File: config.mk
export PLATFORM = sky130hd
export DESIGN_NAME = gpio_irq_port
export DESIGN_NICKNAME = d
export VERILOG_FILES = /design/src/rtl/gpio_pkg.sv /design/src/rtl/gpio_sync.sv /design/src/rtl/gpio_trig_detect.sv /design/src/rtl/gpio_irq_port.sv
export SDC_FILE = /design/constraint.sdc
export NUM_CORES = 1
export LEC_CHECK = 0
export CORE_MARGIN = 3
export CORE_UTILIZATION = 30
export DETAILED_ROUTE_END_ITERATION = 6
export PLACE_DENSITY = 0.53
export SLEW_MARGIN = 5
export SYNTH_ARGS = -nofsm -noshare
export SYNTH_HDL_FRONTEND = slang
export SYNTH_SLANG_ARGS = --single-unit
File: constraint.sdc
create_clock -name clk -period 4.5 [get_ports clk]
set_clock_uncertainty 0.2 [all_clocks]
set_input_delay 0.675 -clock clk [delete_from_list [all_inputs] [get_ports clk]]
set_output_delay 0.675 -clock clk [all_outputs]
set_load 0.005 [all_outputs]
File: src/rtl/gpio_pkg.sv
package gpio_pkg;
  localparam int ADDR_W = 4;

  localparam logic [ADDR_W-1:0] OFS_DATA   = 4'd0;
  localparam logic [ADDR_W-1:0] OFS_DIR    = 4'd1;
  localparam logic [ADDR_W-1:0] OFS_CFG_LO = 4'd2;
  localparam logic [ADDR_W-1:0] OFS_CFG_HI = 4'd3;
  localparam logic [ADDR_W-1:0] OFS_MASK   = 4'd4;
  localparam logic [ADDR_W-1:0] OFS_STAT   = 4'd5;
  localparam logic [ADDR_W-1:0] OFS_ANY    = 4'd6;
  localparam logic [ADDR_W-1:0] OFS_SET    = 4'd7;
  localparam logic [ADDR_W-1:0] OFS_CLR    = 4'd8;

  typedef enum logic [1:0] {
    TRIG_LOW  = 2'b00,
    TRIG_HIGH = 2'b01,
    TRIG_RISE = 2'b10,
    TRIG_FALL = 2'b11
  } trig_e;
endpackage

File: src/rtl/gpio_sync.sv
module gpio_sync #(
  parameter int WIDTH  = 32,
  parameter int STAGES = 2
) (
  input  logic             clk,
  input  logic             rst,
  input  logic [WIDTH-1:0] async_i,
  output logic [WIDTH-1:0] sync_o
);
  logic [WIDTH-1:0] stage_q [STAGES];

  always_ff @(posedge clk) begin
    if (rst) begin
      for (int i = 0; i < STAGES; i++) stage_q[i] <= '0;
    end else begin
      stage_q[0] <= async_i;
      for (int i = 1; i < STAGES; i++) stage_q[i] <= stage_q[i-1];
    end
  end

  assign sync_o = stage_q[STAGES-1];
endmodule

File: src/rtl/gpio_trig_detect.sv
module gpio_trig_detect
  import gpio_pkg::*;
(
  input  logic       cur_i,
  input  logic       prev_i,
  input  logic [1:0] mode_i,
  input  logic       any_edge_i,
  output logic       hit_o
);
  logic rise, fall;

  assign rise = cur_i & ~prev_i;
  assign fall = ~cur_i & prev_i;

  always_comb begin
    if (any_edge_i) begin
      hit_o = rise | fall;
    end else begin
      unique case (trig_e'(mode_i))
        TRIG_LOW:  hit_o = ~cur_i;
        TRIG_HIGH: hit_o = cur_i;
        TRIG_RISE: hit_o = rise;
        TRIG_FALL: hit_o = fall;
        default:   hit_o = 1'b0;
      endcase
    end
  end
endmodule

File: src/rtl/gpio_irq_port.sv
module gpio_irq_port
  import gpio_pkg::*;
#(
  parameter int NPINS       = 32,
  parameter int SYNC_STAGES = 2
) (
  input  logic              clk,
  input  logic              rst,
  input  logic              bus_we,
  input  logic [ADDR_W-1:0] bus_addr,
  input  logic [NPINS-1:0]  bus_wdata,
  output logic [NPINS-1:0]  bus_rdata,
  input  logic [NPINS-1:0]  pin_in,
  output logic [NPINS-1:0]  pin_out,
  output logic [NPINS-1:0]  pin_oe,
  output logic              irq
);
  localparam int HALF = NPINS / 2;

  logic [NPINS-1:0] data_q, dir_q, mask_q, status_q, any_q;
  logic [NPINS-1:0] cfg_lo_q, cfg_hi_q;
  logic [NPINS-1:0] sync_w, prev_q, hit_w;
  logic [NPINS-1:0] rdata_q;
  logic             irq_q;

  gpio_sync #(.WIDTH(NPINS), .STAGES(SYNC_STAGES)) u_sync (
    .clk     (clk),
    .rst     (rst),
    .async_i (pin_in),
    .sync_o  (sync_w)
  );

  always_ff @(posedge clk) begin
    if (rst) prev_q <= '0;
    else     prev_q <= sync_w;
  end

  for (genvar p = 0; p < NPINS; p++) begin : g_pin
    logic [1:0] mode;
    if (p < HALF) begin : g_lo
      assign mode = cfg_lo_q[2*p +: 2];
    end else begin : g_hi
      assign mode = cfg_hi_q[2*(p-HALF) +: 2];
    end
    gpio_trig_detect u_det (
      .cur_i      (sync_w[p]),
      .prev_i     (prev_q[p]),
      .mode_i     (mode),
      .any_edge_i (any_q[p]),
      .hit_o      (hit_w[p])
    );
  end

  logic wr_data, wr_dir, wr_lo, wr_hi, wr_mask, wr_stat, wr_any, wr_set, wr_clr;
  assign wr_data = bus_we && bus_addr == OFS_DATA;
  assign wr_dir  = bus_we && bus_addr == OFS_DIR;
  assign wr_lo   = bus_we && bus_addr == OFS_CFG_LO;
  assign wr_hi   = bus_we && bus_addr == OFS_CFG_HI;
  assign wr_mask = bus_we && bus_addr == OFS_MASK;
  assign wr_stat = bus_we && bus_addr == OFS_STAT;
  assign wr_any  = bus_we && bus_addr == OFS_ANY;
  assign wr_set  = bus_we && bus_addr == OFS_SET;
  assign wr_clr  = bus_we && bus_addr == OFS_CLR;

  logic [NPINS-1:0] data_nxt, stat_clr;
  always_comb begin
    data_nxt = data_q;
    if (wr_data) data_nxt = bus_wdata;
    if (wr_set)  data_nxt = data_q | bus_wdata;
    if (wr_clr)  data_nxt = data_q & ~bus_wdata;
  end
  assign stat_clr = wr_stat ? bus_wdata : '0;

  always_ff @(posedge clk) begin
    if (rst) begin
      data_q   <= '0;
      dir_q    <= '0;
      cfg_lo_q <= '0;
      cfg_hi_q <= '0;
      mask_q   <= '0;
      any_q    <= '0;
      status_q <= '0;
      irq_q    <= 1'b0;
    end else begin
      data_q   <= data_nxt;
      if (wr_dir)  dir_q    <= bus_wdata;
      if (wr_lo)   cfg_lo_q <= bus_wdata;
      if (wr_hi)   cfg_hi_q <= bus_wdata;
      if (wr_mask) mask_q   <= bus_wdata;
      if (wr_any)  any_q    <= bus_wdata;
      status_q <= (status_q & ~stat_clr) | hit_w;
      irq_q    <= |(status_q & mask_q);
    end
  end

  logic [NPINS-1:0] rd_mux;
  always_comb begin
    unique case (bus_addr)
      OFS_DATA:   rd_mux = (data_q & dir_q) | (sync_w & ~dir_q);
      OFS_DIR:    rd_mux = dir_q;
      OFS_CFG_LO: rd_mux = cfg_lo_q;
      OFS_CFG_HI: rd_mux = cfg_hi_q;
      OFS_MASK:   rd_mux = mask_q;
      OFS_STAT:   rd_mux = status_q;
      OFS_ANY:    rd_mux = any_q;
      default:    rd_mux = '0;
    endcase
  end

  always_ff @(posedge clk) begin
    if (rst) rdata_q <= '0;
    else     rdata_q <= rd_mux;
  end

  assign bus_rdata = rdata_q;
  assign pin_out   = data_q;
  assign pin_oe    = dir_q;
  assign irq       = irq_q;
endmodule

### Word level (Yosys, flattened, before mapping)

Memory sizes are Yosys's and may differ from the RTL's.
Index checks and enable logic that the tools add are counted.

| storage, ports and cells | value |
|---|---|
| memories kept | 1 |
| register bits after elaboration | 289 |
| output and inout bits | 97 |
| RAM bits | 64 |
| logic and storage cells | 406 |

Memories:

| name | words | width | read ports | clocked after Yosys merged registers in | wr ports | RTL line | source |
|---|---|---|---|---|---|---|---|
| u_sync.stage_q | 2 | 32 | 2 | 0 | 2 | gpio_sync.sv:10 | `logic [WIDTH-1:0] stage_q [STAGES];` |

| cells by class | value |
|---|---|
| mux-type cells | 74 |
| bitwise operators | 173 |
| equality and inequality tests | 104 |
| reduce and logical (&&, ||, !) cells | 44 |

Operators by type and width:

| cell | count |
|---|---|
| $pmux W32 S7 | 1 |
| $mux W32 | 6 |
| $and A32 B32 Y32 | 5 |
| $eq A2 B2 Y1 const B | 64 |
| $pmux W1 S4 | 32 |
| $not A32 Y32 | 3 |
| $or A32 B32 Y32 | 3 |
| $and A1 B1 Y1 | 64 |
| $eq A2 B1 Y1 const B | 32 |
| $logic_not A2 Y1 | 32 |
| $not A1 Y1 | 64 |
| $mux W1 | 35 |
| $or A1 B1 Y1 | 34 |
| $reduce_or A32 Y1 | 1 |
| $eq A4 B3 Y1 const B | 4 |
| $logic_and A1 B1 Y1 | 9 |
| $eq A4 B2 Y1 const B | 2 |
| $eq A4 B1 Y1 const B | 1 |
| $eq A4 B4 Y1 const B | 1 |
| $logic_not A4 Y1 | 1 |
| $reduce_bool A3 Y1 | 1 |

### Longest topological paths before layout

| logic depth | value |
|---|---|
| depth after elaboration | 6 |
| mapped depth | 8 |
| depth with buffers taken out | 6 |

### Modules after synthesis

A second synthesis with hierarchy kept.

| unflattened totals | value |
|---|---|
| cells, all modules | 1990 |
| area total of the unflattened synthesis | 17210.3 um^2 |

By module, submodules not included:

| module | cells an instance | area each (um^2) | times used |
|---|---|---|---|
| gpio_irq_port | 1503 | 12569.6 | 1 |
| gpio_trig_detect | 10 | 77.6 | 32 |
| gpio_sync | 167 | 2158.3 | 1 |

### Least setup slack after synthesis

OpenSTA, ideal clock, no wires.

| timing path | value |
|---|---|
| kind | input to register |
| from | in bus_addr[0] |
| to | reg rdata_q[19], in the netlist bus_rdata[19] |
| cell stages on the path | 7 |
| buffers on the path | 3 |
| data arrival time | 1833 ps |
| path slack | 2334 ps |
| cells stage by stage | buf_2 nor2b_1 buf_2 buf_4 a22o_1 a221oi_1 a21oi_1 |

| between the ends | value |
|---|---|
| cells in the longest elaborated chain, start to end | 2 |
| elaborated cells between the ends (all ways) | 8 |

Ends and longest elaborated chain:

| item | RTL line | source |
|---|---|---|
| start, declared | gpio_irq_port.sv:10 | `input logic [ADDR_W-1:0] bus_addr,` |
| $eq A4 B3 Y1 (tied with other cells) | gpio_irq_port.sv:98 | `unique case (bus_addr)` |
| $pmux W32 S7 (*) | gpio_irq_port.sv:98 |  |
| end signal, assigned | gpio_irq_port.sv:112 | `else rdata_q <= rd_mux;` |
| end, declared | gpio_irq_port.sv:23 | `logic [NPINS-1:0] rdata_q;` |

Mark *: on every way between the ends. The rest lies on a longest branch, timed or not.
A chain may end at the register's enable or synchronous reset.

### Worst setup path in the final report

| timing path | value |
|---|---|
| from | in bus_addr[2] |
| to | reg rdata_q[1], in the netlist bus_rdata[1] |

The elaborated chain is that of the path after synthesis.

==> results.yml <==
synth:
  post_synth_net_total: 2048
  synth_top_area_share_pct: 44.17
  synth_simple_gate_area_share_pct: 20.84
  synth-seq-cells: 353
  syn_area_um2: 16000
  synth_seq_area_share_pct: 44.17
  yosys_warnings: 0
  synth-compound-area-share_pct: 18.54
  syn-instance-count: 1913
  synth.largest_area_cell: "dfxtp_1"
  postSynth.asyncResetShare_pct: 0
  synthAdderAreaFrac_pct: 5.005
  combinational_family_with_the_most_area_after_synthesis: "simple AND/OR/NAND/NOR gates"
  synthTopCellsByArea: "dfxtp_1, nand2_1, a21oi_1, ha_1, mux2i_1"
  synth_edf_count: 0
  syn_area_per_cell_um2: 8.363
  synth_mux_area_share_pct: 5.350
  synth_xor_area_share_pct: 0.05475
  synth_cell_types: 52
  synth-main-ff-cell: "dfxtp_1"
critical_path:
  worst_ep_arrival_time_ps: 3220
  worst_ep_required_time_ps: 4730
  crit_type: "in2reg"
  cp_max_fo: 18
  setup.worst_path.start: "bus_addr[2]"
  worst_setup_path_end_kind: "flop"
  worstReg2RegStart: "status_q[16]$_SDFF_PP0_"
  critical_path.startpoint_type: "input port"
clock_network:
  cts_htree_levels: 2
  cts_post_setup_buffers_inserted: 0
  post_cts_resize_count: 0
  cts_buffers: 42
  cts_tree: "done"
  clock_path_buffers: 3
  cts.root.buffer_cell: "clkbuf_16"
  clock_sinks: 353
  clk_latency_ps: 560
  cts.reportedPaths.clkPinSlew_ps: 60
  postCtsHoldBufs: 0
detailed_routing:
  drt_iter0_markers: 1296
  routed_wirelength_um: 62030
  postRouteAntennaNets: 0
  met2_length_um: 27380
  routed_wire_length_per_instance_um: 22.68
  count_of_vias_placed_by_the_detailed_router: 14630
  detailedRoute.firstPassIterationCount: 5
  detail_route.drc_violations: 0
  met3_wirelength_um: 5491
  maxUsedRoutingLayer: "met5"
  detail_route.vias_per_cell: 5.350
  detail_route.wirelength.met1_um: 26530
floorplanning:
  die-width_um: 236.9
  num_rows: 84
  num_io_pins: 168
  placeableCoreArea_um2: 52660
  floorplan.die_area_um2: 56130
  start_util_pct: 30.38
  die_y_um: 236.9
timing:
  final_max_slew_viol_count: 0
  hold_viol_final: 0
  grt_setup_unrepaired: "false"
  period_needed_ps: 2987
  timing.setup.tns_ps: 0
  timing.fmax_mhz: 334.8
  setup_violations: 0
  worst_slew_margin_rel_pct: 39.37
  final_min_period_over_clock_period_pct: 66.37
  worst-slew-pin-transition_ps: 909.5
  slack_of_the_critical_path_ps: 1513
cells_and_area:
  area.growth.synth_to_final_pct: 23.00
  final_layout_size_suffix_gt1_share_pct: 7.380
  layout.filler_cells: 5325
  instances_no_fill: 2735
  nNetsFinal: 2149
  finish.utilization_pct: 37.37
place:
  gp_routability_congestion: 0.8860
  hpwlAfterDp_um: 42890
  pre_cts_ws_ps: 1042
  placedCellCount: 2658
  quantity_of_i_o_buffers_inserted_on_ports: 167
power_and_ir_drop:
  irDropWorstVdd_mv: 0.2216
  p_per_area_nw_per_um2: 374.4
  final_total_power_mw: 7.366
  leakage_nw: 6.770
global_routing:
  first_global_vias: 14020
  global_route.overflow_total: 0
  grt_pass1_wl_um: 91290
  grt_antenna_before_repair: 3
  grtUsageTotal_pct: 21.41
  grt_start_max_net_pins: 162
worst_hold_path:
  hp-class: "reg2reg"
  timing.hold.worst.start: "u_sync.stage_q[0][1]$_SDFF_PP0_"
run:
  max_cap_violations: 0
status:
  result_of_the_run: "completed"
[state kept, by name (all words and copies together) (netlist names)]
signal,cells
cfg_hi_q,32
irq,1
cfg_lo_q,32
status_q,32
mask_q,32
any_q,32
bus_rdata,32
pin_out,32
u_sync.stage_q,64
pin_oe,32
prev_q,32
[Yosys cell counts, types with 2 or more instances]
| cell type | count |
|---|---|
| nand2_1 | 435 |
| dfxtp_1 | 353 |
| a21oi_1 | 198 |
| clkbuf_1 | 112 |
| nor2_1 | 92 |
| nor2b_1 | 70 |
| a31oi_1 | 66 |
| inv_1 | 66 |
| ha_1 | 64 |
| mux2i_1 | 63 |
| a22o_1 | 43 |
| nand3_1 | 35 |
| a22oi_1 | 34 |
| nand4b_1 | 32 |
| a211o_1 | 31 |
| nand2b_1 | 31 |
| a211oi_1 | 30 |
| buf_2 | 28 |
| a221oi_1 | 25 |
| mux2_2 | 20 |
| buf_4 | 10 |
| a2bb2oi_1 | 6 |
| buf_1 | 6 |
| nand4_1 | 6 |
| o21ai_0 | 6 |
| o31a_1 | 6 |
| buf_6 | 4 |
| nor3b_1 | 4 |
| a21o_1 | 3 |
| a32oi_1 | 3 |
| nor3_1 | 3 |
| or3_1 | 3 |
| and2_1 | 2 |
| and3_1 | 2 |
| and4_1 | 2 |
| nor2_2 | 2 |
| or2_2 | 2 |
[layer usage]
metal | GRT usage (%) | vias up
met2 | 33.51 | 634
met3 | 4.938 | 142
met1 | 28.52 | 7044
met4 | 8.521 | 6
li1 | - | 6806
met5 | 0 | -
[cells in the final DEF (no fill, tap or decap), types with 3 or more instances in the layout]
cell type,instances
a2bb2oi_1,6
nor2b_1,70
inv_1,66
a31oi_1,66
nand4b_1,32
o21ai_0,6
clkbuf_8,15
nor2_1,92
buf_12,3
a221oi_1,25
nor3b_1,4
ha_1,64
nand3_1,35
or3_1,3
a22o_1,43
clkinv_2,3
mux2_2,20
clkbuf_1,11
a211oi_1,30
nand2_1,435
a21oi_1,198
clkdlybuf4s50_1,164
a32oi_1,3
clkbuf_16,45
nor3_1,3
a22oi_1,34
a21o_1,3
dfxtp_1,353
nand4_1,6
buf_4,48
nand2b_1,31
o31a_1,6
mux2i_1,63
a211o_1,31
[logic make-up (layout without fill, tap and decap cells)]
group                      count (synthesis)  count (layout)
AOI/OAI and AO/OA                        455             455
xor gates and xnor gates                   1               1
adders and majority gates                 64              64
buffers and inverters                    227             360
DFF                                      353             353
muxes                                     83              83
other                                      0               1
and+or+nand+nor                          730             730
[worst paths after layout]
check | cells after the start | endpoint | slack (ps)
max | 7 | bus_rdata[1]$_SDFF_PP0_ | 1510
max reg2reg | 4 | irq$_SDFF_PP0_ | 2500
min reg2reg | 1 | u_sync.stage_q[0][33]$_SDFF_PP0_ | 230
min | 1 | u_sync.stage_q[0][33]$_SDFF_PP0_ | 230
[critical path, stage by stage]
cell             delay [ps]
clkdlybuf4s50_1         870
buf_4                   340
nor2b_1                 510
buf_4                   260
a221oi_1                 90
a21o_1                  160
a21oi_1                 290
[per-stage QoR]
stage                     cell area (um^2)  hold WS [ps]
after detailed placement             18250         220.4
after global placement               18250         220.7
final                                19680         233.5
after global routing                 19680         256.2
after CTS                            19680         234.1
after floorplan                      16000         213.8
[area by class of cell]
| cell class | count | area (um^2) | area share, % |
|---|---|---|---|
| Antenna cell | 1 | 2.502 | 0.01272 |
| Clock buffer | 71 | 1374 | 6.982 |
| Clock inverter | 5 | 56.30 | 0.2861 |
| Inverter | 66 | 247.7 | 1.259 |
| Multi-Input combinational cell | 1333 | 7983 | 40.57 |
| Sequential cell | 353 | 7067 | 35.91 |
| Tap cell | 688 | 860.8 | 4.375 |
| Timing Repair Buffer | 218 | 2087 | 10.61 |
[power breakdown]
group | internal, mW | switching, mW | total, mW
clock network | 2.13 | 1.36 | 3.49
registers | 3.21 | 0.0934 | 3.30
logic | 0.230 | 0.339 | 0.569
Power figures use the tool's default switching activity.
